File: src/rtl/irq_ctrl_pkg.sv
package irq_ctrl_pkg;
  localparam int ADDR_W = 5;
  localparam int DATA_W = 32;

  typedef enum logic [2:0] {
    REG_STAT = 3'd0,
    REG_CLR  = 3'd1,
    REG_TSEL = 3'd2,
    REG_EN   = 3'd3,
    REG_RAW  = 3'd4
  } reg_idx_e;
endpackage

File: src/rtl/irq_sync.sv
module irq_sync #(
  parameter int W      = 15,
  parameter int STAGES = 2
) (
  input  logic         clk_i,
  input  logic         rst_ni,
  input  logic [W-1:0] d_i,
  output logic [W-1:0] q_o
);
  logic [W-1:0] stg_q [STAGES];

  always_ff @(posedge clk_i or negedge rst_ni) begin
    if (!rst_ni) begin
      for (int k = 0; k < STAGES; k++) stg_q[k] <= '0;
    end else begin
      stg_q[0] <= d_i;
      for (int k = 1; k < STAGES; k++) stg_q[k] <= stg_q[k-1];
    end
  end

  assign q_o = stg_q[STAGES-1];
endmodule

File: src/rtl/irq_trig.sv
module irq_trig #(
  parameter int W = 15
) (
  input  logic         clk_i,
  input  logic         rst_ni,
  input  logic [W-1:0] lvl_i,
  input  logic [W-1:0] tsel_i,
  output logic [W-1:0] set_o
);
  logic [W-1:0] prev_q;

  always_ff @(posedge clk_i or negedge rst_ni) begin
    if (!rst_ni) prev_q <= '0;
    else         prev_q <= lvl_i;
  end

  for (genvar g = 0; g < W; g++) begin : g_src
    assign set_o[g] = tsel_i[g] ? (lvl_i[g] & ~prev_q[g]) : lvl_i[g];
  end
endmodule

File: src/rtl/irq_regs.sv
module irq_regs
  import irq_ctrl_pkg::*;
#(
  parameter int W = 15
) (
  input  logic              clk_i,
  input  logic              rst_ni,
  input  logic              req_i,
  input  logic              we_i,
  input  logic [ADDR_W-1:0] addr_i,
  input  logic [DATA_W-1:0] wdata_i,
  input  logic [W-1:0]      set_i,
  input  logic [W-1:0]      lvl_i,
  output logic [W-1:0]      stat_o,
  output logic [W-1:0]      tsel_o,
  output logic [W:0]        en_o,
  output logic [W-1:0]      clr_o,
  output logic [DATA_W-1:0] rdata_o
);
  logic [2:0]        idx;
  logic              wr, rd;
  logic [W-1:0]      stat_q, tsel_q;
  logic [W:0]        en_q;
  logic [DATA_W-1:0] rd_n, rdata_q;
  logic              unused_bits;

  assign idx = addr_i[ADDR_W-1:2];
  assign wr  = req_i & we_i;
  assign rd  = req_i & ~we_i;
  assign unused_bits = ^{addr_i[1:0], wdata_i[DATA_W-1:W+1]};

  assign clr_o = (wr && idx == REG_CLR) ? wdata_i[W-1:0] : '0;

  always_ff @(posedge clk_i or negedge rst_ni) begin
    if (!rst_ni) begin
      stat_q <= '0;
      tsel_q <= '0;
      en_q   <= '0;
    end else begin
      // set wins over a simultaneous clear
      stat_q <= (stat_q & ~clr_o) | set_i;
      if (wr && idx == REG_TSEL) tsel_q <= wdata_i[W-1:0];
      if (wr && idx == REG_EN)   en_q   <= wdata_i[W:0];
    end
  end

  always_comb begin
    rd_n = '0;
    case (idx)
      REG_STAT: begin
        rd_n[W-1:0] = stat_q;
        rd_n[W]     = |(stat_q & en_q[W-1:0]);
      end
      REG_TSEL: rd_n[W-1:0] = tsel_q;
      REG_EN:   rd_n[W:0]   = en_q;
      REG_RAW:  rd_n[W-1:0] = lvl_i;
      default:  rd_n        = '0;
    endcase
  end

  always_ff @(posedge clk_i or negedge rst_ni) begin
    if (!rst_ni)  rdata_q <= '0;
    else if (rd)  rdata_q <= rd_n;
  end

  assign stat_o  = stat_q;
  assign tsel_o  = tsel_q;
  assign en_o    = en_q;
  assign rdata_o = rdata_q;
endmodule

File: src/rtl/irq_status_ctrl.sv
module irq_status_ctrl
  import irq_ctrl_pkg::*;
#(
  parameter int NSRC = 15
) (
  input  logic              clk_i,
  input  logic              rst_ni,
  input  logic [NSRC-1:0]   irq_i,
  input  logic              req_i,
  input  logic              we_i,
  input  logic [ADDR_W-1:0] addr_i,
  input  logic [DATA_W-1:0] wdata_i,
  output logic [DATA_W-1:0] rdata_o,
  output logic              irq_o
);
  localparam int SYNC_STAGES = 2;

  logic [NSRC-1:0] lvl_w, set_w, clr_w, stat_q, tsel_q;
  logic [NSRC:0]   en_q;
  logic            irq_q;

  irq_sync #(.W(NSRC), .STAGES(SYNC_STAGES)) u_sync (
    .clk_i (clk_i),
    .rst_ni(rst_ni),
    .d_i   (irq_i),
    .q_o   (lvl_w)
  );

  irq_trig #(.W(NSRC)) u_trig (
    .clk_i (clk_i),
    .rst_ni(rst_ni),
    .lvl_i (lvl_w),
    .tsel_i(tsel_q),
    .set_o (set_w)
  );

  irq_regs #(.W(NSRC)) u_regs (
    .clk_i  (clk_i),
    .rst_ni (rst_ni),
    .req_i  (req_i),
    .we_i   (we_i),
    .addr_i (addr_i),
    .wdata_i(wdata_i),
    .set_i  (set_w),
    .lvl_i  (lvl_w),
    .stat_o (stat_q),
    .tsel_o (tsel_q),
    .en_o   (en_q),
    .clr_o  (clr_w),
    .rdata_o(rdata_o)
  );

  always_ff @(posedge clk_i or negedge rst_ni) begin
    if (!rst_ni) irq_q <= 1'b0;
    else         irq_q <= en_q[NSRC] & |(stat_q & en_q[NSRC-1:0]);
  end

  assign irq_o = irq_q;
endmodule

File: config.mk
export PLATFORM = sky130hd
export DESIGN_NAME = irq_status_ctrl
export DESIGN_NICKNAME = d
export VERILOG_FILES = /design/src/rtl/irq_ctrl_pkg.sv /design/src/rtl/irq_sync.sv /design/src/rtl/irq_trig.sv /design/src/rtl/irq_regs.sv /design/src/rtl/irq_status_ctrl.sv
export SDC_FILE = /design/constraint.sdc
export NUM_CORES = 1
export LEC_CHECK = 0
export BUFFER_PORTS_ARGS = -buffer_cell sky130_fd_sc_hd__buf_2
export CELL_PAD_IN_SITES_DETAIL_PLACEMENT = 1
export CELL_PAD_IN_SITES_GLOBAL_PLACEMENT = 2
export CORE_ASPECT_RATIO = 1.25
export CORE_MARGIN = 2
export CORE_UTILIZATION = 33
export CTS_CLUSTER_DIAMETER = 30
export DETAILED_ROUTE_END_ITERATION = 16
export GPL_TIMING_DRIVEN = 1
export PLACE_DENSITY_LB_ADDON = 0.25
export SYNTH_ARGS = -nofsm -noshare
export SYNTH_HDL_FRONTEND = slang
export SYNTH_HIERARCHICAL = 1
export SYNTH_SLANG_ARGS = --single-unit
File: constraint.sdc
create_clock -name clk_i -period 1.1 [get_ports clk_i]
set_input_delay 0.11 -clock clk_i [delete_from_list [all_inputs] [get_ports clk_i]]
set_output_delay 0.11 -clock clk_i [all_outputs]
set_load 0.005 [all_outputs]
==> results of run 1 <==
==> sequential cells by signal (all words and copies together) (netlist names) <==
| signal | flops |
|---|---|
| irq_o | 1 |
| u_regs/en_o | 16 |
| u_regs/rdata_o | 16 |
| u_regs/stat_o | 15 |
| u_regs/tsel_o | 15 |
| u_sync/q_o | 15 |
| u_sync/stg_q | 15 |
| u_trig/prev_q | 15 |
==> routing by layer <==
| metal | part of all wire (%) | vias up | wire, um |
|---|---|---|---|
| met4 | 2.1 | 0 | 263 |
| li1 | - | 1445 | - |
| met2 | 50 | 60 | 6224 |
| met5 | 0 | - | 0 |
| met1 | 45 | 1641 | 5549 |
| met3 | 3.1 | 15 | 387 |
==> placed cells by master (no fill, tap or decap), types with 4 or more instances in the layout <==
| master | count |
|---|---|
| nor2_1 | 12 |
| conb_1 | 16 |
| nand2_1 | 20 |
| a22oi_2 | 15 |
| mux2_2 | 6 |
| a21o_1 | 15 |
| dlygate4sd3_1 | 17 |
| buf_2 | 53 |
| a21boi_2 | 15 |
| nand3_1 | 5 |
| mux2_4 | 37 |
| o22ai_1 | 4 |
| clkbuf_16 | 9 |
| buf_4 | 65 |
| a22oi_1 | 15 |
| a21oi_2 | 5 |
| or2_4 | 6 |
| buf_6 | 5 |
| buf_12 | 5 |
| a21oi_1 | 13 |
| dfrtp_1 | 108 |
==> through the flow <==
stage / total power [mW] / utilization, % / hold slack, ps / setup slack (ps) / instances
floorplan: 5.767 / - / -185.6 / -170.3 / 365
global placement: 6.576 / 39.58 / 8.334 / -283.5 / 617
detailed placement: 6.642 / 39.58 / 12.25 / -311.9 / 617
CTS: 10.54 / 44.44 / 0.4190 / -210.2 / 653
global route: 10.94 / 44.69 / 21.46 / -311.4 / 655
finish: 10.47 / 44.69 / 12.62 / -226.2 / 655
==> how the worst max path moves through the flow <==
stage                                           from                             end  depth (start not counted)
final                     u_regs/en_o[5]$_DFFE_PN0P_                 irq_o$_DFF_PN0_                          3
after global routing      u_regs/stat_o[5]$_DFF_PN0_                 irq_o$_DFF_PN0_                          3
after CTS                 u_regs/en_o[5]$_DFFE_PN0P_                 irq_o$_DFF_PN0_                          3
after detailed placement                   addr_i[2]  u_regs/rdata_o[11]$_DFFE_PN0P_                          5
after global placement                     addr_i[2]  u_regs/rdata_o[11]$_DFFE_PN0P_                          5
after floorplan                            addr_i[3]    u_regs/tsel_o[0]$_DFFE_PN0P_                          6
==> final cells by class <==
type                       count  area (um2)
inverter                       1       3.754
multi-input combinational    210        1792
clock buffer                   9       225.2
clock inverter                 7       97.59
tap                          175       219.0
sequential                   108        2703
fill                        1475        7574
timing repair buffer         145        1080
==> where the power goes <==
group          internal, mW  switching, mW  leakage (nW)
clock network          2.01           1.59         0.152
logic                  1.30          0.825          1.34
registers              4.41          0.332          1.24
==> worst max-delay path: stages (launching register included) <==
cell	delay (ps)
dfrtp_1	400
a222oi_1	420
nand3_1	180
o21a_1	220
==> what timing repair did <==
action,4_1_cts,5_1_grt
endpoints found under the hold margin,124,0
gates cloned,0,0
pin swaps,8,9
gates resized for setup,37,8
hold buffers,17,0
setup endpoints to repair,17,16
buffers inserted,3,2
==> results by group, run 1 <==
Min path
  • Hold Path Depth: 2
  • Hold Crit Class: primary input to flop
  • Hold Path Origin: wdata_i[8]
  • Hold Path Sink: u_regs/en_o[8]$_DFFE_PN0P_

Worst setup path
  • Crit Reg-Reg Endpoint: irq_o$_DFF_PN0_
  • WS Path Type: flop to flop
  • CP required: 1350 ps
  • Worst-path maximum fanout: 2
  • Worst R2R Start: u_regs/en_o[5]$_DFFE_PN0P_
  • R2R setup slack: -230 ps
  • CP Capture Type: flop
  • Arr. time, crit path: around 1600 ps
  • Reg2reg path depth: 3
  • CP Launch Type: flop

GRT
  • Met3 GRT Util: under 10%
  • M1 GR Usage: 23.15%
  • Vias in the first global route: 3515
  • GR Layer Usage met2: 29.85%
  • Largest net degree at the start of global routing: 42
  • Gr usage total: 18.00%
  • Grt peak-use layer: met2
  • Grt ovf: 0
  • Initial antenna violation count: 0
  • Global-route wire length before repair: 19.38 mm

Clock tree
  • H-tree levels: 3
  • CTS tree: built
  • Worst-Skew Late Latency: around 360 ps
  • Clock root buffer: clkbuf_16
  • Clk pin slew, worst setup/hold paths: 70 ps
  • Clock tree sinks: 108
  • Bufs on Longest Clock Path: 2
  • Total CTS buffers: 9

Floorplan
  • Core Area: 13690 um2
  • Row count: 48
  • Die width: 109.2 um
  • Initial Util: roughly a third
  • Die Area: 14810 um2
  • Die height: ~140 um
  • I/O pin total: 89

Flow run
  • Max-Cap Viols: 0

Layout
  • Post-route cell area: 6120 um2
  • Synth-to-layout area growth: 33.96%
  • Final nets: roughly 530
  • Fraction of layout cells with a size suffix above 1: 48.54%
  • N_diodes: 0

STA
  • Clock skew: ~4.7 ps
  • Final WS setup: -226.2 ps
  • Final Critical Period: 1326 ps
  • RSZ-0062 raised after global routing: yes
  • Fin. max-slew vios: 0
  • Final setup viols: 12
  • Final period utilization: 120.6%
  • Max frequency: 754.1 MHz
  • Hold violation total from the final report: 0
  • Final setup TNS: -923.8 ps

Routing
  • Post-Route WL: 12.43 mm
  • Drt wl/cell: between 15 and 20 um
  • 1st-pass router iterations: 4
  • Initial DRC count: 106
  • Drc violations: 0
  • Via count: 3161
  • Avg Vias per Cell: 4.826
  • Post-DRT Antenna Nets: 0

Placement
  • DP Area: 5420 um2
  • IO Port Bufs: 54
  • Placer Congestion: 0.7629
  • HPWL Detailed: 8.600 mm

Power
  • Max rail drop VDD: around 0.68 mV
  • Pwr Density: 1711 nW/um2
  • Static leakage: 2.736 nW

Synthesis
  • Syn Area/Cell: 13.05 um2
  • Post-synthesis cell count: 350
  • Synth warn: 6
  • Mapped Area: 4568 um2

Outcome
  • Violated checks: setup timing
  • Status: finished, violations left
(Power assumes the default switching activity.)
==> run 2: changes to the inputs <==
--- a/config.mk
+++ b/config.mk
@@ -15,6 +15,7 @@
 export DETAILED_ROUTE_END_ITERATION = 16
 export GPL_TIMING_DRIVEN = 1
 export PLACE_DENSITY_LB_ADDON = 0.25
+export SKIP_CTS_REPAIR_TIMING = 1
 export SYNTH_ARGS = -nofsm -noshare
 export SYNTH_HDL_FRONTEND = slang
 export SYNTH_HIERARCHICAL = 1
==> results by group, run 2 (synthesized netlist as in run 1, its figures left out) <==
STA
  • Clock skew: 4.985 ps (+0.3301 ps)
  • Fin. max-slew vios: 0 (unchanged)
  • Final period utilization: 121.2% (+0.64 points)
  • Final Critical Period: 1333 ps (+7.015 ps)
  • Hold WS: 13.45 ps (+0.8230 ps)
  • RSZ-0062 raised after global routing: yes
  • Hold violation total from the final report: 0 (unchanged)
  • Final setup viols: 13 (+1)
  • Final WS setup: -233.2 ps (-7.015 ps)
  • Max frequency: 750.1 MHz (-0.53%)
  • Final setup TNS: -979.4 ps (-55.66 ps)

Outcome
  • Status: finished, violations left
  • Violated checks: setup timing

Routing
  • Post-DRT Antenna Nets: 0 (unchanged)
  • Drt wl/cell: 18.86 um (-0.59%)
  • Via count: 3153 (-0.25%)
  • Avg Vias per Cell: 4.821 (-0.10%)
  • Drc violations: 0 (unchanged)
  • Initial DRC count: 82 (-23%)
  • 1st-pass router iterations: 4 (unchanged)
  • Post-Route WL: 12.33 mm (-0.74%)

Floorplan
  • Die height: 135.5 um (unchanged)
  • I/O pin total: 89 (unchanged)
  • Die Area: 14810 um2 (unchanged)
  • Row count: 48 (unchanged)
  • Core Area: 13690 um2 (unchanged)
  • Die width: 109.2 um (unchanged)
  • Initial Util: 33.36% (unchanged)

Worst setup path
  • Arr. time, crit path: 1580 ps (about the same)
  • Cell chain of the critical path: a222oi_1 -> nand3_1 -> o21a_1
  • Slowest Stage Delay on Critical Path: 420 ps (about the same)
  • Crit Reg-Reg Endpoint: irq_o$_DFF_PN0_
  • CP Launch Type: flop
  • R2R setup slack: -230 ps (about the same)
  • WS Path Type: flop to flop
  • CP required: 1350 ps (about the same)
  • CP Launch Point: u_regs/en_o[5]$_DFFE_PN0P_
  • Reg2reg path depth: 3 (unchanged)
  • CP Capture Type: flop
  • CP max stage cell: a222oi_1
  • Crit path capture: irq_o$_DFF_PN0_
  • Worst R2R Start: u_regs/en_o[5]$_DFFE_PN0P_
  • Worst-path maximum fanout: 3 (+1)

Layout
  • N_diodes: 0 (unchanged)
  • Non-filler cells, final: 654 (-0.15%)
  • Leading cell type in the layout, fill and taps excluded: dfrtp_1
  • Final nets: 530 (-0.19%)
  • Most frequent cells in the layout: dfrtp_1, buf_4, buf_2, mux2_4, nand2_1
  • Synth-to-layout area growth: 33.61%
  • Final core utilization: 44.57% (-0.12 points)
  • Filler Cell Count: 1487 (+0.81%)
  • Fraction of layout cells with a size suffix above 1: 48.64% (+0.10 points)

GRT
  • Gr usage total: 17.57% (-0.43 points)
  • Largest net degree at the start of global routing: 42 (unchanged)
  • Grt ovf: 0 (unchanged)
  • Initial antenna violation count: 0 (unchanged)
  • Global-route wire length before repair: 18.90 mm (-2.5%)
  • Vias in the first global route: 3412 (-2.9%)

Clock tree
  • Clock root buffer: clkbuf_16
  • Clock tree sinks: 108 (unchanged)
  • Bufs on Longest Clock Path: 2 (unchanged)
  • H-tree levels: 3 (unchanged)
  • Clk pin slew, worst setup/hold paths: 70 ps (about the same)
  • Worst-Skew Late Latency: 360 ps (about the same)
  • CTS tree: built
  • Total CTS buffers: 9 (unchanged)

Placement
  • Post-Place Worst Slack: -311.9 ps (unchanged)
  • Dpl cells: 617 (unchanged)
  • HPWL Detailed: 8.600 mm (unchanged)
  • IO Port Bufs: 54 (unchanged)
  • Placer Congestion: 0.7629 (unchanged)

Flow run
  • Max-Cap Viols: 0 (unchanged)

Power
  • Pwr Density: 1708 nW/um2 (-0.15%)
  • Max rail drop VDD: 0.6693 mV (-1.3%)
  • Static leakage: 2.723 nW (-0.46%)

Min path
  • Hold Crit Class: primary input to flop
[run 2: layout make-up]
class                   count  area (um2)  area share [%]
flip-flops and latches    108        2704           44.30
multi-input cells         210        1785           29.25
clock buffers               9       225.2           3.690
clock inverters             7       97.59           1.599
inverters                   1       3.754         0.06150
repair buffers            144        1069           17.51
well taps                 175       219.0           3.588
[run 2: worst max-delay path: cells and delay by family, from the launching register on]
kind / cells / cell delay (ps)
AOI/OAI and AO/OA: 2 / 640
DFF: 1 / 400
and+or+nand+nor: 1 / 180
[run 2: metrics by stage]
stage	total power [mW]	cell area [um2]
floorplan	5.767	4698
global placement	6.576	5420
detailed placement	6.642	5420
CTS	10.28	5743
global route	10.91	6103
finish	10.42	6103
[run 2: report_power, final]
group	internal [mW]	total [mW]	switching, mW	leakage [nW]
clock network	2.01	3.58	1.57	0.152
logic	1.28	2.10	0.822	1.33
registers	4.42	4.74	0.326	1.24
total	7.71	10.4	2.72	2.72
[run 2: worst min path at each step]
stage | depth (start not counted) | start | slack [ps] | end
3_5_place_dp | 1 | rst_ni | 10 | u_trig/prev_q[8]$_DFF_PN0_
6_report | 2 | wdata_i[8] | 10 | u_regs/en_o[8]$_DFFE_PN0P_
3_3_place_gp | 1 | rst_ni | 8 | u_sync/stg_q[16]$_DFF_PN0_
2_1_floorplan | 0 | rst_ni | -190 | irq_o$_DFF_PN0_
5_1_grt | 2 | wdata_i[8] | 20 | u_regs/en_o[8]$_DFFE_PN0P_
4_1_cts | 1 | rst_ni | -380 | u_sync/stg_q[29]$_DFF_PN0_
[run 2: layer usage]
metal / vias to the layer above / global-route usage, % / routed length, um
met4: 0 / 8.158 / 254
met3: 13 / 2.597 / 362
met5: - / 0 / 0
li1: 1448 / - / -
met1: 1630 / 22.69 / 5522
met2: 62 / 28.92 / 6193
